<file path="config.mk">
export PLATFORM = sky130hd
export DESIGN_NAME = desc_queue_ctrl
export DESIGN_NICKNAME = d
export VERILOG_FILES = /design/src/rtl/dq_pkg.sv /design/src/rtl/dq_fifo.sv /design/src/rtl/dq_chan.sv /design/src/rtl/dq_arb.sv /design/src/rtl/desc_queue_ctrl.sv
export SDC_FILE = /design/constraint.sdc
export NUM_CORES = 2
export LEC_CHECK = 0
export ABC_AREA = 1
export BUFFER_PORTS_ARGS = -buffer_cell sky130_fd_sc_hd__buf_2
export CAP_MARGIN = 40
export CORE_MARGIN = 2
export CORE_UTILIZATION = 31
export CTS_CLUSTER_SIZE = 14
export DETAILED_ROUTE_END_ITERATION = 7
export SLEW_MARGIN = 20
export SYNTH_ARGS = -nofsm -noshare
export SYNTH_HDL_FRONTEND = slang
export SYNTH_HIERARCHICAL = 1
export SYNTH_SLANG_ARGS = --single-unit
export TNS_END_PERCENT = 100
</file>
<file path="constraint.sdc">
create_clock -name clk -period 5.17 [get_ports clk]
set_clock_uncertainty 0.2 [all_clocks]
set_input_delay 0.7755 -clock clk [delete_from_list [all_inputs] [get_ports clk]]
set_output_delay 0.7755 -clock clk [all_outputs]
set_load 0.005 [all_outputs]
</file>
<file path="src/rtl/dq_pkg.sv">
package dq_pkg;
  typedef enum logic [1:0] {
    SEL_SRC  = 2'd0,
    SEL_DST  = 2'd1,
    SEL_SIZE = 2'd2,
    SEL_CHAN = 2'd3
  } wsel_e;

  localparam int AUTO_OFF_BIT = 24;
  localparam int CNT_W        = 6;
  localparam int TC_W         = 16;

  typedef struct packed {
    logic [31:0] src;
    logic [31:0] dst;
    logic [31:0] size;
  } desc_t;
endpackage

</file>
<file path="src/rtl/dq_fifo.sv">
module dq_fifo
  import dq_pkg::*;
#(
  parameter int DEPTH = 4
) (
  input  logic             clk,
  input  logic             rst_n,
  input  logic             push,
  input  logic             pop,
  input  desc_t            din,
  output desc_t            dout,
  output logic [CNT_W-1:0] count
);
  localparam int PW = (DEPTH > 1) ? $clog2(DEPTH) : 1;

  desc_t          mem [DEPTH];
  logic [PW-1:0]  wp, rp;

  always_ff @(posedge clk) begin
    if (push) mem[wp] <= din;
  end

  always_ff @(posedge clk) begin
    if (!rst_n) begin
      wp    <= '0;
      rp    <= '0;
      count <= '0;
    end else begin
      if (push) wp <= (wp == PW'(DEPTH - 1)) ? '0 : wp + 1'b1;
      if (pop)  rp <= (rp == PW'(DEPTH - 1)) ? '0 : rp + 1'b1;
      count <= count + CNT_W'(push) - CNT_W'(pop);
    end
  end

  assign dout = mem[rp];

  // the channel logic must never push into a full queue
  assert_no_push_full_R3: assert property (@(posedge clk) disable iff (!rst_n)
    push |-> (count != CNT_W'(DEPTH)));
  // the arbiter must never pop an empty queue
  assert_no_pop_empty_R2: assert property (@(posedge clk) disable iff (!rst_n)
    pop |-> (count != '0));
endmodule

</file>
<file path="src/rtl/dq_chan.sv">
module dq_chan
  import dq_pkg::*;
#(
  parameter int DEPTH = 4
) (
  input  logic             clk,
  input  logic             rst_n,
  input  logic             en_set,
  input  logic             en_clr,
  input  logic             pause,
  input  logic             evt_clr,
  input  logic [3:0]       lowmark,
  input  logic [TC_W-1:0]  term,
  input  logic [CNT_W-1:0] count,
  input  logic             push_req,
  input  logic             pop,
  input  logic             pop_auto,
  input  logic             done,
  output logic             push_ok,
  output logic             eligible,
  output logic             enabled_rb,
  output logic             full,
  output logic             ovf_st,
  output logic             lwm_st,
  output logic             tc_st
);
  logic             req_q, busy_q, auto_q, done_ok;
  logic [TC_W-1:0]  done_cnt;
  logic [CNT_W-1:0] nxt_cnt;

  assign full       = (count == CNT_W'(DEPTH));
  assign push_ok    = push_req & ~full;
  assign eligible   = req_q & ~pause & ~busy_q & (count != '0);
  assign done_ok    = done & busy_q;
  assign enabled_rb = req_q | busy_q;
  assign nxt_cnt    = count + CNT_W'(push_ok) - CNT_W'(pop);

  always_ff @(posedge clk) begin
    if (!rst_n) begin
      req_q    <= 1'b0;
      busy_q   <= 1'b0;
      auto_q   <= 1'b0;
      ovf_st   <= 1'b0;
      lwm_st   <= 1'b0;
      tc_st    <= 1'b0;
      done_cnt <= '0;
    end else begin
      if (pop) begin
        busy_q <= 1'b1;
        auto_q <= pop_auto;
      end else if (done_ok) begin
        busy_q <= 1'b0;
      end
      // request cleared by software or by an auto-off completion
      if (en_set) req_q <= 1'b1;
      else if (en_clr || (done_ok && auto_q)) req_q <= 1'b0;
      // clear has precedence over new events
      if (evt_clr) begin
        ovf_st   <= 1'b0;
        lwm_st   <= 1'b0;
        tc_st    <= 1'b0;
        done_cnt <= '0;
      end else begin
        if (push_req && full) ovf_st <= 1'b1;
        if (pop && !push_ok && nxt_cnt == CNT_W'(lowmark)) lwm_st <= 1'b1;
        if (done_ok) begin
          if (term != '0 && done_cnt + 16'd1 == term) begin
            tc_st    <= 1'b1;
            done_cnt <= '0;
          end else begin
            done_cnt <= done_cnt + 16'd1;
          end
        end
      end
    end
  end

  assert_stop_point_R7: assert property (@(posedge clk) disable iff (!rst_n)
    $fell(enabled_rb) |-> $past(en_clr || done));
  assert_one_in_flight_R12: assert property (@(posedge clk) disable iff (!rst_n)
    busy_q |-> !pop);
  assert_tc_from_done_R5: assert property (@(posedge clk) disable iff (!rst_n)
    $rose(tc_st) |-> $past(done));
endmodule

</file>
<file path="src/rtl/dq_arb.sv">
module dq_arb #(
  parameter int NUM_CH = 4,
  localparam int CH_W  = (NUM_CH > 1) ? $clog2(NUM_CH) : 1
) (
  input  logic                  clk,
  input  logic                  rst_n,
  input  logic [NUM_CH-1:0]     elig,
  input  logic [2*NUM_CH-1:0]   prio,
  output logic [NUM_CH-1:0]     grant,
  output logic [CH_W-1:0]       idx,
  output logic                  any
);
  logic [2:0] best;

  always_comb begin
    best = 3'd4;
    idx  = '0;
    any  = 1'b0;
    // strict compare keeps the lower channel on equal priority
    for (int i = 0; i < NUM_CH; i++) begin
      if (elig[i] && {1'b0, prio[2*i +: 2]} < best) begin
        best = {1'b0, prio[2*i +: 2]};
        idx  = CH_W'(i);
        any  = 1'b1;
      end
    end
    grant = any ? (NUM_CH'(1) << idx) : '0;
  end

  assert_grant_onehot_R8: assert property (@(posedge clk) disable iff (!rst_n)
    $onehot0(grant));
  assert_grant_eligible_R8: assert property (@(posedge clk) disable iff (!rst_n)
    (grant & ~elig) == '0);
endmodule

</file>
<file path="src/rtl/desc_queue_ctrl.sv">
module desc_queue_ctrl
  import dq_pkg::*;
#(
  parameter int NUM_CH = 4,
  parameter int DEPTH  = 4,
  localparam int CH_W  = (NUM_CH > 1) ? $clog2(NUM_CH) : 1
) (
  input  logic                     clk,
  input  logic                     rst_n,
  input  logic                     wr_en,
  input  logic [1:0]               wr_sel,
  input  logic [31:0]              wr_data,
  input  logic [NUM_CH-1:0]        en_set,
  input  logic [NUM_CH-1:0]        en_clr,
  input  logic [NUM_CH-1:0]        pause,
  input  logic [NUM_CH-1:0]        evt_clr,
  input  logic [2*NUM_CH-1:0]      prio,
  input  logic [4*NUM_CH-1:0]      lowmark,
  input  logic [TC_W*NUM_CH-1:0]   term_cnt,
  output logic [NUM_CH-1:0]        en_rb,
  output logic [CNT_W*NUM_CH-1:0]  pend_cnt,
  output logic [NUM_CH-1:0]        q_full,
  output logic [NUM_CH-1:0]        lwm_flag,
  output logic [NUM_CH-1:0]        tc_flag,
  output logic [NUM_CH-1:0]        ovf_flag,
  output logic [31:0]              next_free,
  output logic                     dsc_valid,
  input  logic                     dsc_ready,
  output logic [31:0]              dsc_src,
  output logic [31:0]              dsc_dst,
  output logic [31:0]              dsc_size,
  output logic [CH_W-1:0]          dsc_chan,
  input  logic                     done_valid,
  input  logic [CH_W-1:0]          done_chan
);
  desc_t              stage, out_d;
  desc_t              fifo_out [NUM_CH];
  logic [CNT_W-1:0]   cnt      [NUM_CH];
  logic [NUM_CH-1:0]  push_req, push_ok, pop, elig, grant, done_v;
  logic [CH_W-1:0]    win_idx, out_ch;
  logic               any, out_valid, ch_hit;
  logic [4:0]         nf;

  // staging and commit
  always_ff @(posedge clk) begin
    if (!rst_n) begin
      stage <= '0;
    end else if (wr_en) begin
      case (wsel_e'(wr_sel))
        SEL_SRC:  stage.src  <= wr_data;
        SEL_DST:  stage.dst  <= wr_data;
        SEL_SIZE: stage.size <= wr_data;
        default:  ;
      endcase
    end
  end

  assign ch_hit = wr_en && (wsel_e'(wr_sel) == SEL_CHAN) && (wr_data < 32'(NUM_CH));

  for (genvar g = 0; g < NUM_CH; g++) begin : g_ch
    assign push_req[g] = ch_hit && (wr_data[CH_W-1:0] == CH_W'(g));
    assign pop[g]      = grant[g] & ~out_valid;
    assign done_v[g]   = done_valid && (done_chan == CH_W'(g));

    dq_fifo #(.DEPTH(DEPTH)) u_fifo (
      .clk(clk), .rst_n(rst_n), .push(push_ok[g]), .pop(pop[g]),
      .din(stage), .dout(fifo_out[g]), .count(cnt[g]));

    dq_chan #(.DEPTH(DEPTH)) u_chan (
      .clk(clk), .rst_n(rst_n), .en_set(en_set[g]), .en_clr(en_clr[g]),
      .pause(pause[g]), .evt_clr(evt_clr[g]), .lowmark(lowmark[4*g +: 4]),
      .term(term_cnt[TC_W*g +: TC_W]), .count(cnt[g]), .push_req(push_req[g]),
      .pop(pop[g]), .pop_auto(fifo_out[g].size[AUTO_OFF_BIT]), .done(done_v[g]),
      .push_ok(push_ok[g]), .eligible(elig[g]), .enabled_rb(en_rb[g]),
      .full(q_full[g]), .ovf_st(ovf_flag[g]), .lwm_st(lwm_flag[g]),
      .tc_st(tc_flag[g]));

    assign pend_cnt[CNT_W*g +: CNT_W] = cnt[g];
  end

  dq_arb #(.NUM_CH(NUM_CH)) u_arb (
    .clk(clk), .rst_n(rst_n), .elig(elig), .prio(prio),
    .grant(grant), .idx(win_idx), .any(any));

  // output slot: loads only when empty, holds under back-pressure
  always_ff @(posedge clk) begin
    if (!rst_n) begin
      out_valid <= 1'b0;
      out_d     <= '0;
      out_ch    <= '0;
    end else if (out_valid) begin
      if (dsc_ready) out_valid <= 1'b0;
    end else if (any) begin
      out_valid <= 1'b1;
      out_d     <= fifo_out[win_idx];
      out_ch    <= win_idx;
    end
  end

  assign dsc_valid = out_valid;
  assign dsc_src   = out_d.src;
  assign dsc_dst   = out_d.dst;
  assign dsc_size  = out_d.size;
  assign dsc_chan  = out_ch;

  // lowest idle channel plus readback bitmap
  always_comb begin
    nf = 5'(NUM_CH);
    for (int i = NUM_CH - 1; i >= 0; i--) begin
      if (!en_rb[i]) nf = 5'(i);
    end
  end
  assign next_free = {16'(en_rb), 11'b0, nf};

  assert_hold_R9: assert property (@(posedge clk) disable iff (!rst_n)
    (dsc_valid && !dsc_ready) |=> (dsc_valid && $stable(out_d) && $stable(out_ch)));
endmodule

</file>
==> results.sh <==
export IMPL_crit_top_cell="ha_4"
export IMPL_crit_arrival_ns=5.96
export IMPL_clk_pin_slew_ns=0.07
export IMPL_drc_errors=0
export IMPL_postPlaceCellArea_sq_um=85410
export IMPL_worst_path_buf_inv=6
export IMPL_finalPower_uw=39210
export IMPL_grt_pass1_vias=55494
export IMPL_ir_drop_mv=0.3494
export IMPL_async_flop_share_pct=0
export IMPL_timing_rr_end="g_ch[0].u_chan/lwm_st"
export IMPL_drive_gt1_share_pct=13.10
export IMPL_rrSetupSlack_ns=-0.26
export IMPL_syn_inst=7459
export IMPL_final_area_sq_um=92610
export IMPL_rsz0062_at_grt="true"
export IMPL_synth_flop_cell="edfxtp_1"
export IMPL_start_util_pct=31.19
export IMPL_cpLargestDelayFamily="adder cells"
export IMPL_worstPathRequired_ns=5.70
export IMPL_grt_max_degree=193
export IMPL_outcome="finished, violations left"
export IMPL_ios=320
export IMPL_drtAntennaViolNets=0
export IMPL_globalplace_congestion=0.8801
export IMPL_path_max_fanout=4
export IMPL_die_y_um=509.7
export IMPL_slew_viol_final=0
export IMPL_ys_ff_latch=1867
export IMPL_viasPerCell=5.099
export IMPL_clock_latency_ns=0.88
export IMPL_r2r_cells=36
export IMPL_post_route_min_period_ns=5.431
export IMPL_hp_class="input pin to flip-flop"
export IMPL_finalSetupViolCount=7
export IMPL_instances_no_fill=11370
export IMPL_synth_distinct_cells=41
export IMPL_area_growth_pct=16.83
export IMPL_final_setup_worst_slack_ns=-0.2614
export IMPL_worst_pin_slew_ns=1.077
export IMPL_die_area_sq_um=259800
export IMPL_violations="negative setup slack"
export IMPL_synth_area_leaders="edfxtp_1, nor2_1, dfxtp_1"
export IMPL_p_leak_uw=0.03287
export IMPL_cts_tree="done"
export IMPL_cpMaxStageDelayCell="fa_1"
export IMPL_maxCapViolCount=0
export IMPL_min_from="wr_data[7]"
export IMPL_cp_end_kind="flip-flop"
export IMPL_hold_depth=3
export IMPL_grt_ovfl_total=0
export IMPL_hold_end="stage[39]"
export IMPL_finalCritPeriodShare_pct=105.1
export IMPL_ys_seq_area_share_pct=66.55
export IMPL_power_density_nw_per_um2=423.4
export IMPL_cts_sinks=1867
export IMPL_fmax_mhz=184.1
export IMPL_drt_pass1_iter_count=6
export IMPL_port_buffers=294
export IMPL_clockRootBuffer="clkbuf_16"
export IMPL_max_stage_delay_ns=0.42
export IMPL_synth_warnings=6
export IMPL_vias=57974
export IMPL_grt_use_total_pct=18.55
export IMPL_multiInputGateArea_sq_um=22400
export IMPL_syn_area_sq_um=79260
export IMPL_cp_start_kind="flip-flop"
export IMPL_cts_buffers_inserted=192
export IMPL_drt_total_wl_mm=248.2
export IMPL_grt_first_pass_wirelength_mm=362.1
export IMPL_whs_ns=0.09314
export IMPL_fillers=24767
export IMPL_drt_iter0_markers=5925
export IMPL_antenna_found_initial=15
export IMPL_rows=185
export IMPL_synth_edff_count=1536
export IMPL_fin_nets=8058
export IMPL_finalHoldViolCount=0
export IMPL_dp_hpwl_mm=152.6
export IMPL_synth_area_leader_cell="edfxtp_1"
export IMPL_seqCellArea_sq_um=52790
export IMPL_core_area_sq_um=254200
export IMPL_worstSetupPathType="flip-flop to flip-flop"
export IMPL_wl_per_cell_um=21.83
export IMPL_dp_cells=10961
export IMPL_die_width_um=509.7
export IMPL_syn_area_per_cell_sq_um=10.63
export IMPL_synth_top_area_share_pct=58.19
export IMPL_htree_levels=4
export IMPL_r2r_start="g_ch[0].u_fifo/count[2]"
export IMPL_dp_slack_ns=-0.7075
export IMPL_clockBufferDepth=3
export IMPL_slew_headroom_pct=28.22
-- cell type report --
class                   instances  share of cell area, %
repair buffers                561                  5.006
well taps                    3366                  4.548
multi-input cells            4698                  24.19
clock buffers                 272                  5.839
flip-flops and latches       1867                  57.00
diodes                         14                0.03783
clock inverters                90                  1.211
inverters                     502                  2.173
-- worst reg2reg max path, delay by kind of cell (launching register included) --
kind | cells | cell delay [ns]
adders and majority gates | 7 | 1.72
and+or+nand+nor | 16 | 1.41
AOI/OAI and AO/OA | 6 | 1.13
buffers and inverters | 6 | 0.40
DFF | 1 | 0.32
xor gates and xnor gates | 1 | 0.17
-- synth_stat cells, drive strengths merged, types with 22 or more instances --
cell type  instances
a21oi            106
inv              498
nand2            718
nand3            278
nand4             46
nor3              22
o22ai            384
ha                83
dfxtp            331
nor2            1840
clkbuf           153
buf              263
edfxtp          1536
o21ai           1130
-- cell families (layout without fill, tap and decap cells) --
kind of cell | count (synthesis) | in the layout | share of synthesized area, %
compound gates | 1632 | 1632 | 10.99
flops | 1867 | 1867 | 66.55
xor+xnor | 19 | 19 | 0.2099
other cells | 1 | 39 | 0.004731
simple gates | 2931 | 2931 | 14.98
fa+ha+maj | 91 | 91 | 1.512
buf+inv | 918 | 1425 | 5.752
-- power by group --
group / switching [uW] / internal, uW / leakage (uW)
sequential: 644 / 16700 / 0.0160
combinational: 4940 / 2740 / 0.0137
clock: 6130 / 8080 / 0.00318
-- repair_timing --
action,in CTS,in global routing
buffers inserted,9,14
hold buffers,9,0
gates resized for setup,33,57
cloned,0,0
endpoints found under the hold margin,8,0
pin swaps,30,52
setup endpoints to repair,49,114
-- sequential cells by signal (all words and copies together), names as in the netlist, 8 cells and up, named ones only --
name / count
dsc_size: 32
g_ch.u_fifo/wp: 8
g_ch.u_fifo/mem: 1536
g_ch.u_fifo/count: 24
dsc_src: 32
g_ch.u_chan/done_cnt: 64
dsc_dst: 32
stage: 96
g_ch.u_fifo/rp: 8
-- cells in the final DEF, fill, tap and decap left out, drive strengths merged, types with 4 or more instances in the layout --
| cell type | Yosys | final |
|---|---|---|
| nor3 | 22 | 22 |
| o21ai | 1130 | 1130 |
| dfxtp | 331 | 331 |
| conb | 1 | 25 |
| nor2 | 1840 | 1840 |
| diode | 0 | 14 |
| clkinv | 4 | 68 |
| buf | 263 | 552 |
| or2 | 12 | 12 |
| dlygate4sd3 | 0 | 9 |
| o22ai | 384 | 384 |
| a311oi | 4 | 4 |
| xor2 | 15 | 15 |
| fa | 8 | 8 |
| a211oi | 4 | 4 |
| nand3b | 12 | 12 |
| a21oi | 106 | 106 |
| nand4 | 46 | 46 |
| xnor2 | 4 | 4 |
| nand2 | 718 | 718 |
| edfxtp | 1536 | 1536 |
| ha | 83 | 83 |
| clkinvlp | 0 | 7 |
| clkbuf | 153 | 272 |
| inv | 498 | 503 |
| nand3 | 278 | 278 |
| bufinv | 0 | 14 |
-- stage by stage --
step                      util, %  TNS [ns]
after global routing        36.43    -4.092
after CTS                   36.29   -0.9383
after detailed placement    33.61    -28.18
after floorplan                 -   -0.1414
after global placement      33.52    -25.87
final                       36.44   -0.8471
-- worst max-delay path by stage --
| stage | to | cells after the start | startpoint |
|---|---|---|---|
| after floorplan | g_ch[1].u_chan/lwm_st | 33 | pause[0] |
| after global placement | g_ch[1].u_chan/lwm_st | 34 | pause[0] |
| after detailed placement | g_ch[1].u_chan/lwm_st | 34 | pause[0] |
| after CTS | g_ch[1].u_chan/lwm_st | 35 | g_ch[0].u_fifo/count[4] |
| after global routing | g_ch[0].u_chan/lwm_st | 36 | g_ch[0].u_fifo/count[4] |
| final | g_ch[0].u_chan/lwm_st | 36 | g_ch[0].u_fifo/count[2] |
-- per-layer routing --
| layer | vias to the layer above | GRT usage [%] | routed length [um] |
|---|---|---|---|
| li1 | 26592 | - | - |
| met1 | 28520 | 23.85 | 101200 |
| met2 | 2401 | 30.49 | 115600 |
| met3 | 461 | 2.895 | 19200 |
| met4 | 0 | 8.980 | 12220 |
| met5 | - | 0 | 0 |
(Power assumes the default switching activity.)
